--- config.mk ---
export PLATFORM = sky130hd
export DESIGN_NAME = chbank_top
export DESIGN_NICKNAME = d
export VERILOG_FILES = /design/src/rtl/chbank_pkg.sv /design/src/rtl/chbank_sel.sv /design/src/rtl/chbank_slot.sv /design/src/rtl/chbank_rdmux.sv /design/src/rtl/chbank_top.sv
export SDC_FILE = /design/constraint.sdc
export NUM_CORES = 1
export LEC_CHECK = 0
export BUFFER_PORTS_ARGS = -buffer_cell sky130_fd_sc_hd__buf_2
export CAP_MARGIN = 20
export CELL_PAD_IN_SITES_DETAIL_PLACEMENT = 0
export CELL_PAD_IN_SITES_GLOBAL_PLACEMENT = 1
export CORE_ASPECT_RATIO = 0.5
export CORE_MARGIN = 10
export CORE_UTILIZATION = 51
export CTS_BUF_LIST = sky130_fd_sc_hd__clkbuf_4 sky130_fd_sc_hd__clkbuf_8
export CTS_CLUSTER_DIAMETER = 120
export DETAILED_ROUTE_END_ITERATION = 8
export PLACE_DENSITY = 0.92
export SETUP_SLACK_MARGIN = 0.4
export SLEW_MARGIN = 20
export SYNTH_ARGS = -nofsm -noshare
export SYNTH_HDL_FRONTEND = slang
export SYNTH_SLANG_ARGS = --single-unit
--- constraint.sdc ---
create_clock -name clk_i -period 3.2 [get_ports clk_i]
set_clock_uncertainty 0.05 [all_clocks]
set_input_delay 0.32 -clock clk_i [delete_from_list [all_inputs] [get_ports clk_i]]
set_output_delay 0.32 -clock clk_i [all_outputs]
set_load 0.05 [all_outputs]
--- src/rtl/chbank_pkg.sv ---
package chbank_pkg;
  localparam int unsigned ADDR_W = 8;
  typedef logic [ADDR_W-1:0] addr_t;

  localparam addr_t ADDR_CHSEL = 8'h00;
  localparam addr_t ADDR_FREQ  = 8'h04;
  localparam addr_t ADDR_PHASE = 8'h05;

  typedef enum logic [1:0] {TGT_NONE, TGT_CHSEL, TGT_FREQ, TGT_PHASE} tgt_e;

  function automatic tgt_e decode_addr(addr_t a);
    case (a)
      ADDR_CHSEL: return TGT_CHSEL;
      ADDR_FREQ:  return TGT_FREQ;
      ADDR_PHASE: return TGT_PHASE;
      default:    return TGT_NONE;
    endcase
  endfunction
endpackage

--- src/rtl/chbank_sel.sv ---
module chbank_sel #(
  parameter int unsigned NUM_CH = 2
) (
  input  logic              clk_i,
  input  logic              rst_ni,
  input  logic              we_i,
  input  logic [NUM_CH-1:0] d_i,
  output logic [NUM_CH-1:0] en_o
);
  // not double-buffered: steers the next write directly
  always_ff @(posedge clk_i or negedge rst_ni) begin
    if (!rst_ni)   en_o <= '1;
    else if (we_i) en_o <= d_i;
  end
endmodule

--- src/rtl/chbank_slot.sv ---
module chbank_slot #(
  parameter int unsigned W = 32
) (
  input  logic         clk_i,
  input  logic         rst_ni,
  input  logic         ld_i,
  input  logic [W-1:0] d_i,
  input  logic         upd_i,
  output logic [W-1:0] stg_o,
  output logic [W-1:0] act_o
);
  always_ff @(posedge clk_i or negedge rst_ni) begin
    if (!rst_ni) stg_o <= '0;
    else if (ld_i) stg_o <= d_i;
  end

  // nonblocking: a same-cycle write is not seen by the transfer
  always_ff @(posedge clk_i or negedge rst_ni) begin
    if (!rst_ni) act_o <= '0;
    else if (upd_i) act_o <= stg_o;
  end
endmodule

--- src/rtl/chbank_rdmux.sv ---
module chbank_rdmux
  import chbank_pkg::*;
#(
  parameter int unsigned NUM_CH  = 2,
  parameter int unsigned FREQ_W  = 32,
  parameter int unsigned PHASE_W = 14,
  parameter int unsigned DATA_W  = 32
) (
  input  logic                      clk_i,
  input  logic                      rst_ni,
  input  logic                      rd_i,
  input  tgt_e                      tgt_i,
  input  logic [NUM_CH-1:0]         en_i,
  input  logic [NUM_CH*FREQ_W-1:0]  stg_freq_i,
  input  logic [NUM_CH*PHASE_W-1:0] stg_phase_i,
  output logic [DATA_W-1:0]         rdata_o
);
  logic [FREQ_W-1:0]  sel_f;
  logic [PHASE_W-1:0] sel_p;
  logic               any_en;
  logic [DATA_W-1:0]  rd_nxt;

  // lowest enabled channel wins
  always_comb begin
    sel_f  = '0;
    sel_p  = '0;
    any_en = 1'b0;
    for (int c = 0; c < NUM_CH; c++) begin
      if (en_i[c] && !any_en) begin
        sel_f  = stg_freq_i[c*FREQ_W +: FREQ_W];
        sel_p  = stg_phase_i[c*PHASE_W +: PHASE_W];
        any_en = 1'b1;
      end
    end
  end

  always_comb begin
    rd_nxt = '0;
    case (tgt_i)
      TGT_CHSEL: rd_nxt[NUM_CH-1:0]  = en_i;
      TGT_FREQ:  rd_nxt[FREQ_W-1:0]  = sel_f;
      TGT_PHASE: rd_nxt[PHASE_W-1:0] = sel_p;
      default:   rd_nxt = '0;
    endcase
  end

  always_ff @(posedge clk_i or negedge rst_ni) begin
    if (!rst_ni)   rdata_o <= '0;
    else if (rd_i) rdata_o <= rd_nxt;
  end
endmodule

--- src/rtl/chbank_top.sv ---
module chbank_top
  import chbank_pkg::*;
#(
  parameter int unsigned NUM_CH  = 2,
  parameter int unsigned FREQ_W  = 32,
  parameter int unsigned PHASE_W = 14,
  parameter int unsigned DATA_W  = 32
) (
  input  logic                      clk_i,
  input  logic                      rst_ni,
  input  logic                      wr_i,
  input  logic                      rd_i,
  input  logic [ADDR_W-1:0]         addr_i,
  input  logic [DATA_W-1:0]         wdata_i,
  input  logic                      upd_i,
  output logic [DATA_W-1:0]         rdata_o,
  output logic [NUM_CH*FREQ_W-1:0]  freq_o,
  output logic [NUM_CH*PHASE_W-1:0] phase_o
);
  tgt_e                      tgt;
  logic [NUM_CH-1:0]         chan_en;
  logic [NUM_CH*FREQ_W-1:0]  stg_freq;
  logic [NUM_CH*PHASE_W-1:0] stg_phase;

  assign tgt = decode_addr(addr_i);

  chbank_sel #(.NUM_CH(NUM_CH)) u_sel (
    .clk_i (clk_i),
    .rst_ni(rst_ni),
    .we_i  (wr_i && (tgt == TGT_CHSEL)),
    .d_i   (wdata_i[NUM_CH-1:0]),
    .en_o  (chan_en)
  );

  for (genvar c = 0; c < NUM_CH; c++) begin : g_ch
    chbank_slot #(.W(FREQ_W)) u_freq (
      .clk_i (clk_i),
      .rst_ni(rst_ni),
      .ld_i  (wr_i && (tgt == TGT_FREQ) && chan_en[c]),
      .d_i   (wdata_i[FREQ_W-1:0]),
      .upd_i (upd_i),
      .stg_o (stg_freq[c*FREQ_W +: FREQ_W]),
      .act_o (freq_o[c*FREQ_W +: FREQ_W])
    );
    chbank_slot #(.W(PHASE_W)) u_phase (
      .clk_i (clk_i),
      .rst_ni(rst_ni),
      .ld_i  (wr_i && (tgt == TGT_PHASE) && chan_en[c]),
      .d_i   (wdata_i[PHASE_W-1:0]),
      .upd_i (upd_i),
      .stg_o (stg_phase[c*PHASE_W +: PHASE_W]),
      .act_o (phase_o[c*PHASE_W +: PHASE_W])
    );
  end

  chbank_rdmux #(
    .NUM_CH(NUM_CH), .FREQ_W(FREQ_W), .PHASE_W(PHASE_W), .DATA_W(DATA_W)
  ) u_rd (
    .clk_i      (clk_i),
    .rst_ni     (rst_ni),
    .rd_i       (rd_i),
    .tgt_i      (tgt),
    .en_i       (chan_en),
    .stg_freq_i (stg_freq),
    .stg_phase_i(stg_phase),
    .rdata_o    (rdata_o)
  );
endmodule

==> metrics.md <==
| Metric | Value |
|---|---|
| Status | finished, final reports clean |
| Peak VDD IR | 0.287 mV |
| Largest net degree at the start of global routing | 100 |
| Die height | 114 µm |
| Grt ovf | 0 |
| Share of the synthesized area in the top cell type | 59.8% |
| Worst-Margin Slew | 0.921 ns |
| Period utilization | 63.8% |
| Hold crit path type | in -> reg |
| Number of flops mapped to enable cells by yosys | 0 |
| DRT antenna net count | 0 |
| Reg2reg end | u_rd.rdata_o[7] |
| NumNets Final | 848 |
| Unique cell type count in the Yosys netlist | 31 |
| Reg2reg path depth | 6 |
| Static Leakage | 5.88 nW |
| Initial antenna violation count | 3 |
| Final wirelength | 21900 µm |
| Critical path launch point type | flip-flop |
| Synth area leaders | dfrtp_1 (60%), mux2_2 (13%), mux2_4 (10%) |
| Worst-path fanout max | 40 |
| Setup_tns | 0 ns |
| #FFs+latches synth | 218 |
| Initial core utilization | 51.9% |
| Synthesized area | 9040 µm² |
| DRC errors left | 0 |
| CTS hold repair buffers | 33 |
| Min Clock Period, post-route | 2.04 ns |
| Die ar. | 23800 µm² |
| CP Capture Type | flip-flop |
| Crit Reg-Reg Startpoint | u_sel.en_o[0] |
| Syn avg cell area | 15.1 µm² |
| Layout Cells excl Fill | 1064 |
| First-pass DRT Iterations | 4 |
| Clock Tree Buf Depth | 3 |
| Share of cells above drive strength 1 | 49.9% |
| FFs w/ async S/R, synth | 100% |
| Clk root buf | clkbuf_8 |
| Worst Setup EP | u_rd.rdata_o[7] |
| Fillcell total | 1343 |
| Skew-Pair Late Insertion Delay | 0.57 ns |
| Cells after DPL | 971 |
| Clock-pin slew on the worst setup and hold paths | 0.07 ns |
| Area growth syn-to-layout | 22.7% |
| Vias in the first global route | 6331 |
| CTS buffer count | 31 |
| Synthesis warning total | 0 |
| Placed instance area | 10000 µm² |
| PortBufs | 168 |
| Cell row count | 34 |
| Post-synthesis sequential area ratio | 60.4% |
| Routability congestion estimate | 0.782 |
| PwrDens | 493 nW/µm² |
| Post-Syn Instances | 598 |
| Dpl hpwl | 14600 µm |
| Vias after detailed routing | 5682 |
| Mapped Nets | 643 |
| Critical Path AT | 2.45 ns |
| Detailed Route Iter0 Violations | 302 |
| Final slew viol count | 0 |
| First-pass GRT wire length | 35000 µm |
| Worst path required time | 3.61 ns |
| Die width | 208 µm |
| Peak Freq | 490 MHz |
| IO Count | 169 |
| Top-count cell post-synth | dfrtp_1 |
| Count of final setup violators | 0 |
| Max-slew headroom | 38.4% |
| CTS tree | yes |
| Synth Flop Type | dfrtp_1 |
| Via/cell ratio | 5.34 |
| Core Area | 17400 µm² |
| Max Cap Viol | 0 |
| Final instance area | 11100 µm² |
| # clock sinks | 218 |
| Total GRT Usage | 18.1% |
| Post-CTS Setup Repair Bufs | 0 |
| Worst R2R Setup Slack | 1.16 ns |
| Routed wire per std cell | 20.6 µm |
| Worst Setup SP | u_sel.en_o[0] |
| Cell taking the most area after synthesis | dfrtp_1 |
| Setup CP Type | reg -> reg |
| PostCTS Resize Cnt | 0 |
| Final hold vios | 0 |
| RSZ-0062 raised after global routing | false |
| # H-tree levels | 1 |
| Most frequent cells after synthesis | dfrtp_1 (216), mux2_2 (106), mux2_4 (60) |
-- area by class of cell --
type,count,area [µm²],share of cell area (%)
antenna,3,7.51,0.0677
clock buffer,53,673,6.07
clock inverter,4,50.0,0.451
inverter,2,7.51,0.0677
multi-input combinational,335,3260,29.4
sequential,218,5460,49.2
tap,234,293,2.64
timing repair buffer,215,1340,12.1
-- how the worst min path moves through the flow --
stage	slack [ns]	startpoint	end	cells after the start
finish	0.05	wdata_i[1]	u_sel.en_o[1]	2
CTS	0.01	wdata_i[1]	g_ch[1].u_freq.stg_o[1]	2
detailed placement	0.42	rst_ni	g_ch[1].u_freq.act_o[16]	1
global route	0.02	wdata_i[1]	g_ch[0].u_freq.stg_o[1]	2
floorplan	-0.03	rst_ni	g_ch[0].u_freq.act_o[0]	0
global placement	0.41	rst_ni	g_ch[0].u_freq.act_o[14]	1
-- critical path: stages (launching register included) --
cell,delay [ns]
dfstp_2,0.54
buf_4,0.37
nor2b_2,0.09
buf_4,0.25
a221oi_1,0.34
a21oi_1,0.07
a22o_1,0.21
-- power breakdown --
part	internal (W)	switching, W	total (W)	leakage (nW)
Clock	0.00140	0.00104	0.00244	0.376
Sequential	0.00276	0.00000496	0.00277	3.04
Combinational	0.0000942	0.000166	0.000261	2.47
-- cells by family (layout without fill, tap and decap cells) --
kind of cell / after synthesis / in the layout / share of synthesized area [%]
buffers and inverters: 45 / 274 / 3.57
muxes: 186 / 186 / 25.7
other: 0 / 3 / 0
AOI/OAI and AO/OA: 92 / 92 / 7.41
and+or+nand+nor: 57 / 57 / 2.98
DFF: 218 / 218 / 60.4
-- sequential cells by signal (all words and copies together) (netlist names) --
name	flops
g_ch.u_freq.act_o	64
g_ch.u_freq.stg_o	64
u_rd.rdata_o	32
g_ch.u_phase.act_o	28
g_ch.u_phase.stg_o	28
u_sel.en_o	2
-- cell usage in the layout, fill, tap and decap left out, types with 4 or more instances in the layout --
| cell type | synthesis | layout |
|---|---|---|
| clkbuf_8 | 0 | 45 |
| buf_12 | 6 | 4 |
| a22o_1 | 13 | 13 |
| dfrtp_1 | 216 | 216 |
| buf_2 | 15 | 166 |
| mux2_4 | 60 | 60 |
| a221oi_1 | 13 | 13 |
| mux2_1 | 20 | 20 |
| dlygate4sd3_1 | 0 | 33 |
| clkbuf_4 | 0 | 9 |
| and3_1 | 6 | 4 |
| a21oi_1 | 30 | 30 |
| nand2_1 | 21 | 21 |
| o2bb2ai_1 | 20 | 20 |
| mux2_2 | 106 | 106 |
| a22oi_1 | 13 | 13 |
| nor2_1 | 19 | 19 |
| buf_4 | 2 | 11 |
-- metal layers --
metal / global-route usage (%) / wire, µm
met5: 0 / 0
met4: 5.37 / 433
met3: 3.84 / 971
met2: 31.7 / 11000
met1: 22.3 / 9480
-- through the flow --
step                      hold WS [ns]  setup slack (ns)  util, %  total power (W)
after floorplan                -0.0256              1.50        -          0.00292
after global placement           0.407             0.950     57.6          0.00305
after detailed placement         0.418             0.895     57.6          0.00305
after CTS                       0.0126              1.14     63.7          0.00553
after global routing            0.0150              1.03     63.7          0.00568
final                           0.0465              1.16     63.7          0.00547
Power figures use the tool's default switching activity.
